### src/rtl/supv_pkg.sv
package supv_pkg;

  typedef enum logic {
    ST_RUN   = 1'b0,
    ST_FAULT = 1'b1
  } supv_state_e;

endpackage

### src/rtl/supv_sync.sv
module supv_sync #(
  parameter int WIDTH  = 3,
  parameter int STAGES = 2
) (
  input  logic             clk,
  input  logic             rst,
  input  logic [WIDTH-1:0] d_i,
  output logic [WIDTH-1:0] q_o
);

  logic [WIDTH-1:0] stg [STAGES];

  for (genvar gi = 0; gi < STAGES; gi++) begin : g_stage
    if (gi == 0) begin : g_first
      always_ff @(posedge clk) begin
        if (rst) stg[gi] <= '0;
        else     stg[gi] <= d_i;
      end
    end else begin : g_next
      always_ff @(posedge clk) begin
        if (rst) stg[gi] <= '0;
        else     stg[gi] <= stg[gi-1];
      end
    end
  end

  assign q_o = stg[STAGES-1];

endmodule

### src/rtl/supv_run_timer.sv
module supv_run_timer #(
  parameter int LEN = 16
) (
  input  logic clk,
  input  logic rst,
  input  logic arm_i,
  input  logic cond_i,
  output logic done_o
);

  localparam int CW = $clog2(LEN + 1);
  localparam logic [CW-1:0] LAST = CW'(LEN - 1);

  logic [CW-1:0] cnt_q;

  assign done_o = arm_i && cond_i && (cnt_q == LAST);

  always_ff @(posedge clk) begin
    if (rst || !arm_i || !cond_i || done_o) cnt_q <= '0;
    else                                   cnt_q <= cnt_q + 1'b1;
  end

endmodule

### src/rtl/supv_uv_top.sv
module supv_uv_top
  import supv_pkg::*;
#(
  parameter int N_RAILS     = 3,
  parameter int SYNC_STAGES = 2,
  parameter int CONFIRM_CYC = 10000,
  parameter int HOLD_CYC    = 10000000
) (
  input  logic               clk,
  input  logic               rst,
  input  logic [N_RAILS-1:0] rail_ok_i,
  input  logic               ext_fault_i,
  output logic               uv_err_n_o,
  output logic               sw_off_o
);

  logic [N_RAILS-1:0] rail_sync;
  logic               low_seen;
  logic               good_seen;
  logic               confirm_hit;
  logic               hold_done;
  supv_state_e        state_q;
  supv_state_e        state_d;

  supv_sync #(.WIDTH(N_RAILS), .STAGES(SYNC_STAGES)) sync_i (
    .clk (clk),
    .rst (rst),
    .d_i (rail_ok_i),
    .q_o (rail_sync)
  );

  assign good_seen = &rail_sync;
  assign low_seen  = ~good_seen;

  supv_run_timer #(.LEN(CONFIRM_CYC)) confirm_i (
    .clk    (clk),
    .rst    (rst),
    .arm_i  (state_q == ST_RUN),
    .cond_i (low_seen),
    .done_o (confirm_hit)
  );

  supv_run_timer #(.LEN(HOLD_CYC)) hold_i (
    .clk    (clk),
    .rst    (rst),
    .arm_i  (state_q == ST_FAULT),
    .cond_i (good_seen),
    .done_o (hold_done)
  );

  always_comb begin
    state_d = state_q;
    case (state_q)
      ST_RUN:   if (confirm_hit) state_d = ST_FAULT;
      ST_FAULT: if (hold_done)   state_d = ST_RUN;
      default:  state_d = ST_FAULT;
    endcase
  end

  always_ff @(posedge clk) begin
    if (rst) begin
      state_q    <= ST_FAULT;
      uv_err_n_o <= 1'b0;
      sw_off_o   <= 1'b1;
    end else begin
      state_q    <= state_d;
      uv_err_n_o <= (state_d == ST_RUN);
      sw_off_o   <= (state_d == ST_FAULT) || ext_fault_i;
    end
  end

endmodule

### config.mk
export PLATFORM = sky130hd
export DESIGN_NAME = supv_uv_top
export DESIGN_NICKNAME = d
export VERILOG_FILES = /design/src/rtl/supv_pkg.sv /design/src/rtl/supv_sync.sv /design/src/rtl/supv_run_timer.sv /design/src/rtl/supv_uv_top.sv
export SDC_FILE = /design/constraint.sdc
export NUM_CORES = 1
export LEC_CHECK = 0
export CAP_MARGIN = 20
export CORE_MARGIN = 4
export CORE_UTILIZATION = 46
export CTS_BUF_LIST = sky130_fd_sc_hd__clkbuf_4 sky130_fd_sc_hd__clkbuf_8
export CTS_CLUSTER_SIZE = 12
export DETAILED_ROUTE_END_ITERATION = 12
export GPL_TIMING_DRIVEN = 0
export PLACE_DENSITY_LB_ADDON = 0.2
export SYNTH_ARGS = -nofsm -noshare
export SYNTH_HDL_FRONTEND = slang
export SYNTH_SLANG_ARGS = --single-unit
### constraint.sdc
create_clock -name clk -period 3.63 [get_ports clk]
set_input_delay 0.726 -clock clk [delete_from_list [all_inputs] [get_ports clk]]
set_output_delay 0.726 -clock clk [all_outputs]
set_load 0.05 [all_outputs]
# After elaboration in Yosys (flattened, before gate mapping)
# Memories as Yosys holds them, arrays and structs flattened.
# Cells that the tools add are included.
# W data, S select, Z words.
op_classes:
  muxes: 8
  eq_ne: 2
  n_bitwise: 5
  addsub: 2
  reduce_logical: 14
op_table:
  columns: ["op", "n"]
  rows:
  - ["$add A24 B1 Y24 const B", 1]
  - ["$eq A24 B24 Y1 const B", 1]
  - ["$add A14 B1 Y14 const B", 1]
  - ["$eq A14 B14 Y1 const B", 1]
  - ["$logic_or A1 B1 Y1", 7]
  - ["$mux W3", 2]
  - ["$mux W1", 5]
  - ["$logic_and A1 B1 Y1", 4]
  - ["$not A1 Y1", 3]
  - ["$reduce_and A3 Y1", 1]
  - ["$logic_not A1 Y1", 2]
  - ["$or A1 B1 Y1", 2]
  - ["$pmux W1 S2", 1]
word_totals:
  output_inout_bits: 2
  mem_count: 1
  mem_bits_rw: 6
  elab_cells: 37
  input_bits: 6
  ff_bits: 41
mem_list:
  columns: ["name", "depth", "width", "read_ports", "rd_clocked_by_memory_dff", "write_ports", "line", "source"]
  rows:
  - ["sync_i.stg", 2, 3, 2, 0, 2, "supv_sync.sv:11", "logic [WIDTH-1:0] stg [STAGES];"]

# Depth between registers and ports, before layout
# Gate-level depths: netlist (run 1).
depth:
  ltp_word: 7
  ltp_mapped: 7
  ltp_nobuf: 5

# Modules after synthesis
# A second synthesis (run 1) with hierarchy kept.
hier_totals:
  cells_unflattened: 233
  area_unflattened_um2: 2068.2
by_module_without_submodules:
  columns: ["module", "area_each_um2", "instances", "cells_per_inst", "seq_area_each_um2"]
  rows:
  - ["supv_run_timer (hold_i)", 1177.4, 1, 138, 480.5]
  - ["supv_run_timer (confirm_i)", 614.3, 1, 71, 280.3]
  - ["supv_sync", 157.7, 1, 12, 120.1]
  - ["supv_uv_top", 118.9, 1, 12, 60.1]

# Worst setup path before layout (run 1)
# OpenSTA, ideal clock, no wires.
synth_timing:
  path_type: "reg2reg"
  startpoint: "register hold_i.cnt_q[0]"
  endpoint: "register hold_i.cnt_q[20]"
  required_time_ns: 3.564
  stages_incl_launch_ff: 7
  t_arrival_ns: 1.955
  setup_time_ns: 0.066
  n_path_buf: 1
  slack_ns: 1.609
  period_less_slack_ns: 2.021
  path_cell_list: "dfxtp_1 ha_1 nand3_2 or4_1 clkbuf_2 or4_1 a21oi_2"
synth_via:
  elab_chain_cells: 3
  elab_cells_between_ends: 4
  classes_between: "1 x add/sub; 1 x eq/ne; 2 x reduce/logical"
synth_lines:
  columns: ["element", "line", "source"]
  rows:
  - ["from (decl)", "supv_run_timer.sv:14", "logic [CW-1:0] cnt_q;"]
  - ["from (signal assigned)", "supv_run_timer.sv:20", "else cnt_q <= cnt_q + 1'b1;"]
  - ["branches (longest 3 deep; another with $add A24 B1 Y24)", null, null]
# Several ways; the timed one is not identified.
# A chain may end at the register's enable or synchronous reset.

# Worst setup path after layout (run 1)
# Same ends and word-level chain as after synthesis.

==> results of run 1 <==
==> power by group <==
group / total, mW / switching [mW] / internal (mW)
Sequential: 0.519 / 0.000755 / 0.518
Combinational: 0.00980 / 0.00281 / 0.00699
Clock: 0.407 / 0.181 / 0.227
Total: 0.936 / 0.184 / 0.752
==> final cells by class <==
class,count,area [sq um],area share
clock inverters,2,38.79,0.01665
repair buffers,7,70.07,0.03008
flip-flops and latches,47,940.9,0.4039
plain buffers,7,45.04,0.01933
inverters,10,37.54,0.01611
clock buffers,6,82.58,0.03545
well taps,52,65.06,0.02793
multi-input cells,161,1050,0.4506
==> routing by layer <==
layer  GRT usage  part of all wire  vias up
li1            -                 -      813
met1      0.1863              0.49      661
met2      0.2369              0.46       14
met3     0.03872             0.030        9
met4     0.06602             0.023        0
met5           0                 0        -
==> how the worst min path moves through the flow <==
| stage | startpoint | end | slack, ns | cells after the start |
|---|---|---|---|---|
| 2_1_floorplan | sync_i.stg[0][0]$_SDFF_PP0_ | sync_i.stg[1][0]$_SDFF_PP0_ | 0.41 | 1 |
| 3_3_place_gp | sync_i.stg[0][1]$_SDFF_PP0_ | sync_i.stg[1][1]$_SDFF_PP0_ | 0.42 | 1 |
| 3_5_place_dp | sync_i.stg[0][2]$_SDFF_PP0_ | sync_i.stg[1][2]$_SDFF_PP0_ | 0.42 | 1 |
| 4_1_cts | sync_i.stg[0][2]$_SDFF_PP0_ | sync_i.stg[1][2]$_SDFF_PP0_ | 0.44 | 1 |
| 5_1_grt | sync_i.stg[0][2]$_SDFF_PP0_ | sync_i.stg[1][2]$_SDFF_PP0_ | 0.45 | 1 |
| 6_report | sync_i.stg[0][2]$_SDFF_PP0_ | sync_i.stg[1][2]$_SDFF_PP0_ | 0.44 | 1 |
==> placed cells by master (no fill, tap or decap), types with 5 or more instances in the layout <==
cell             Yosys  routed
or3_1                5       5
nor3_1               9       9
nor2_2              16      16
nor2b_1              6       6
nand4_1             11      11
xor2_1               7       7
inv_1               10      10
clkbuf_8             0       6
nand2_1             11      11
a21oi_1              5       5
dfxtp_1             47      47
clkdlybuf4s50_1      0       7
nand3_1             11      11
nor4_1               5       5
nor2_1              20      20
or4_1                8       8
xnor2_1             19      19
==> flip-flops by register name (all words and copies together), names as in the netlist <==
signal           count
state_q              1
sync_i.stg           6
confirm_i.cnt_q     14
uv_err_n_o           1
hold_i.cnt_q        24
sw_off_o             1
==> worst max-delay path, delay by kind of cell (launching register included) <==
kind	cells	cell delay, ns
AO/OA/AOI/OAI	1	0.14
adder cells (fa/ha/maj)	1	0.26
buffers and inverters	1	0.16
flip-flops	1	0.39
AND/OR/NAND/NOR	3	1.19
==> cell families after synthesis <==
kind of cell,share of synthesized area
AND/OR/NAND/NOR,0.3108
buffers and inverters,0.03983
XOR/XNOR,0.1098
adder cells (fa/ha/maj),0.01207
flip-flops,0.4538
AO/OA/AOI/OAI,0.07362
==> per-stage QoR <==
stage | power (mW) | instance area, sq um
3_5_place_dp | 0.5410 | 2208
3_3_place_gp | 0.5412 | 2208
5_1_grt | 0.9702 | 2330
4_1_cts | 0.9498 | 2330
2_1_floorplan | 0.5350 | 2073
6_report | 0.9360 | 2330
==> reports/metrics.yaml, run 1 <==
slowest_delay_ns: 0.57
cts_resized: 0
worstMarginPinSlew_ns: 0.5806
grt_pass1_vias: 1464
cp-startpoint: "hold_i.cnt_q[0]$_SDFF_PP0_"
status: "complete, no violations"
syn_area_sq_um: 2073
wl_per_cell_um: 11.87
clk_pin_slew_ns: 0.09
cp.required_ns: 3.87
ant_nets: 0
yosysUniqueCellTypes: 35
yosys-top-cells-area: "dfxtp_1, xnor2_1, nor2_2, nor2_1, nand4_1"
synth_seq_cells: 47
arrival_ns: 2.44
postCtsSetupBuffers: 0
r2r_start: "hold_i.cnt_q[0]$_SDFF_PP0_"
endpoint_kind: "flop"
period_needed_ns: 2.200
synth-async-reset-ratio: 0
netlist_instances: 225
r2r-end: "hold_i.cnt_q[20]$_SDFF_PP0_"
final_cell_count_no_fill: 292
ff2ff_setup_slack_ns: 1.43
port_buffers: 7
drive_gt1_frac: 0.1792
dp_hpwl_um: 2527
drt_iter0_markers: 48
num_vias: 1497
setup_viol: 0
die-area_sq_um: 5645
maxSlewHeadroom: 0.6094
r2r_cells: 6
max_cap_violations: 0
track_usage: 0.1477
yosysWarnings: 0
synth_ff_type: "dfxtp_1"
crit_fanout: 5
gp_congestion: 0.7918
p_leak_nw: 0.6381
final_util: 0.5351
cp_slowest_cell: "or4_1"
hold_class: "reg -> reg"
cts_tree: "built"
initial_core_util: 0.4761
cp-start-kind: "flop"
cts_root_buf: "clkbuf_8"
holdWs_ns: 0.4396
synth_most_common_cell: "dfxtp_1"
grt_max_degree: 16
grt_pass1_wl_um: 6417
hold_buffers: 0
vias_per_cell: 5.127
synth_top_area_cell: "dfxtp_1"
fillerInstances: 407
clkLatencyLatePin_ns: 0.30
overflow: 0
criticalPathCategory: "reg -> reg"
fin_skew_ns: 0.01136
coreArea_sq_um: 4354
nets: 247
pin_count: 8
grt_setup_unrepaired: "false"
setup_slack_ns: 1.430
synth_edf_count: 0
dr.pass1.iters: 4
wl_um: 3466
cp_common_cell: "or4_1"
rows: 24
crit_end: "hold_i.cnt_q[20]$_SDFF_PP0_"
timing.fmax_ghz: 0.4545
period_share: 0.6062
cts_max_level: 2
slew_viol_final: 0
hold_viol: 0
max-vdd-ir-drop_uv: 284.4
power.density_nw_per_um2: 401.8
cts_buffers: 5
area_growth_pct: 12.37
synth_nets: 233
synth_top_cell_area_share: 0.4538
avgSynthCellArea_sq_um: 9.214
worstPathCellList: "ha_1, nand3_2, or4_1, clkbuf_2, or4_1, a21oi_2"
timing.setup.tns_ns: 0
ctsLongestPathBuffers: 2
chipHeight_um: 75.14
drc_errors: 0
cts_num_sinks: 47
placedCellCount: 284
seq_area_frac_synth: 0.4538
antenna_found_initial: 0
insertedDiodeCount: 0
die_x_um: 75.14
synthTopCellsByCount: "dfxtp_1, nor2_1, xnor2_1"
dpl_worst_slack_ns: 1.270
(Power assumes the default switching activity.)
==> run 2: changes to the inputs <==
Clock period 3.63 ns to 2 ns, I/O delays scaled along.
==> reports/metrics.yaml, run 2 (synthesized netlist as in run 1, its figures left out) <==
status: "finished with violations"
violations: "negative setup slack"
arrival_ns: 2.20  # -0.24 ns
cp_slowest_cell: "or4b_1"
initial_core_util: 0.4761  # unchanged
grt_pass1_wl_um: 6589  # +2.7%
timing.fmax_ghz: 0.4992  # +9.8%
antenna_found_initial: 0  # unchanged
hold_buffers: 0  # unchanged
gp_congestion: 0.8055  # +1.7%
ant_nets: 0  # unchanged
p_leak_nw: 0.6795  # +6.5%
final_util: 0.5629  # +0.02787
wl_um: 3712  # +7.1%
die_x_um: 75.14  # unchanged
ctsLongestPathBuffers: 2  # unchanged
cts_root_buf: "clkbuf_8"
setup_slack_ns: -0.003370  # -1.433 ns
maxSlewHeadroom: 0.6031  # -0.006288
dr.pass1.iters: 4  # unchanged
max_cap_violations: 0  # unchanged
drive_gt1_frac: 0.2691  # +0.08991
cts_num_sinks: 47  # unchanged
die-area_sq_um: 5645  # unchanged
slew_viol_final: 0  # unchanged
wl_per_cell_um: 12.33  # +3.9%
nets: 256  # +3.6%
hold_viol: 0  # unchanged
grt_max_degree: 16  # unchanged
grt_setup_unrepaired: "true"
holdWs_ns: 0.4405  # +0.0008180 ns
cts_buffers: 5  # unchanged
power.total_mw: 1.570  # +68%
grt_pass1_vias: 1445  # -1.3%
clkLatencyLatePin_ns: 0.31  # about the same
vias_per_cell: 5.229  # +2.0%
power.density_nw_per_um2: 640.4  # +59%
dp_hpwl_um: 2496  # -1.2%
final_common_cell: "dfxtp_1"
worstMarginPinSlew_ns: 0.5899  # +0.009346 ns
largest_reg_flops: 24  # unchanged
overflow: 0  # unchanged
clk_pin_slew_ns: 0.09  # about the same
final_cell_mix: "dfxtp_1, nor2_1, xnor2_1, nor2_2"
cts_tree: "built"
track_usage: 0.1546  # +0.006930
coreArea_sq_um: 4354  # unchanged
hold_class: "reg -> reg"
cp-start-kind: "flop"
port_buffers: 7  # unchanged
drc_errors: 0  # unchanged
insertedDiodeCount: 0  # unchanged
worstPathCellList: "or4b_1, or3_4, o31ai_4, buf_6, buf_12, nor2_2"
num_vias: 1574  # +5.1%
fin_skew_ns: 0.01250  # +0.001142 ns
rows: 24  # unchanged
chipHeight_um: 75.14  # unchanged
pin_count: 8  # unchanged
area_growth_pct: 18.23
crit_fanout: 10  # +5
period_needed_ns: 2.003  # -0.1970 ns
final_area_sq_um: 2451  # +5.2%
drt_iter0_markers: 83  # +73%
cts_max_level: 2  # unchanged
reg_top3: "hold_i.cnt_q (24), confirm_i.cnt_q (14), sync_i.stg (6)"
slowest_delay_ns: 0.51  # -0.06 ns
max-vdd-ir-drop_uv: 447.7  # +57%
top_register: "hold_i.cnt_q"
criticalPathCategory: "reg -> reg"
place_area_sq_um: 2212  # +0.17%
endpoint_kind: "flop"
setup_viol: 2  # +2
timing.setup.tns_ns: -0.003811  # -0.003811 ns
cp.required_ns: 2.20  # -1.67 ns
period_share: 1.002  # +0.3955
run 2: critical path: cells and delay by family, from the launching register on:
family	cells	cell delay, ns
AO/OA/AOI/OAI	1	0.28
flip-flops	1	0.35
AND/OR/NAND/NOR	3	0.97
buffers and inverters	2	0.29
run 2: worst paths after layout:
kind | startpoint | end | slack (ns) | depth (start not counted)
max | hold_i.cnt_q[22]$_SDFF_PP0_ | hold_i.cnt_q[11]$_SDFF_PP0_ | -0.003 | 6
min | sync_i.stg[0][1]$_SDFF_PP0_ | sync_i.stg[1][1]$_SDFF_PP0_ | 0.44 | 1
max reg2reg | hold_i.cnt_q[22]$_SDFF_PP0_ | hold_i.cnt_q[11]$_SDFF_PP0_ | -0.003 | 6
min reg2reg | sync_i.stg[0][1]$_SDFF_PP0_ | sync_i.stg[1][1]$_SDFF_PP0_ | 0.44 | 1
run 2: cell type report:
| type | instances | area [sq um] |
|---|---|---|
| Timing Repair Buffer | 18 | 156.4 |
| Clock inverter | 2 | 16.27 |
| Fill cell | 392 | 1903 |
| Inverter | 10 | 37.54 |
| Multi-Input combinational cell | 161 | 1089 |
| Tap cell | 52 | 65.06 |
| Clock buffer | 6 | 82.58 |
| Sequential cell | 47 | 958.4 |
| Buffer | 5 | 46.29 |
run 2: metrics by stage:
stage                     std cells  setup slack [ns]
after CTS                       296          -0.01308
after global placement          284           -0.1409
final                           301         -0.003370
after global routing            301          -0.05780
after floorplan                 225           0.03494
after detailed placement        284           -0.1229
run 2: routing by layer:
metal	share of wire	vias to the layer above	global-route usage
met5	0	-	0
met4	0.023	0	0.07767
met3	0.028	8	0.04005
met2	0.45	13	0.2369
met1	0.50	717	0.2011
li1	-	836	-
run 2: what timing repair did:
item / in CTS / in global routing
setup buffers: 5 / 5
cloned: 1 / 0
resized for setup: 10 / 12
endpoints found under the hold margin: 0 / 0
setup endpoints to repair: 30 / 37
pin swaps: 8 / 3
run 2: report_power, final:
part	internal (mW)	switching, mW	leakage, nW
Clock	0.282	0.330	0.0474
Sequential	0.937	0.00143	0.386
Combinational	0.0129	0.00523	0.247
==> run 3: changes to the inputs <==
Settings changed: CTS_CLUSTER_SIZE 12 to 10.
==> results of run 3 <==
No change in the layout: final DEF, timing and power equal those of run 2.
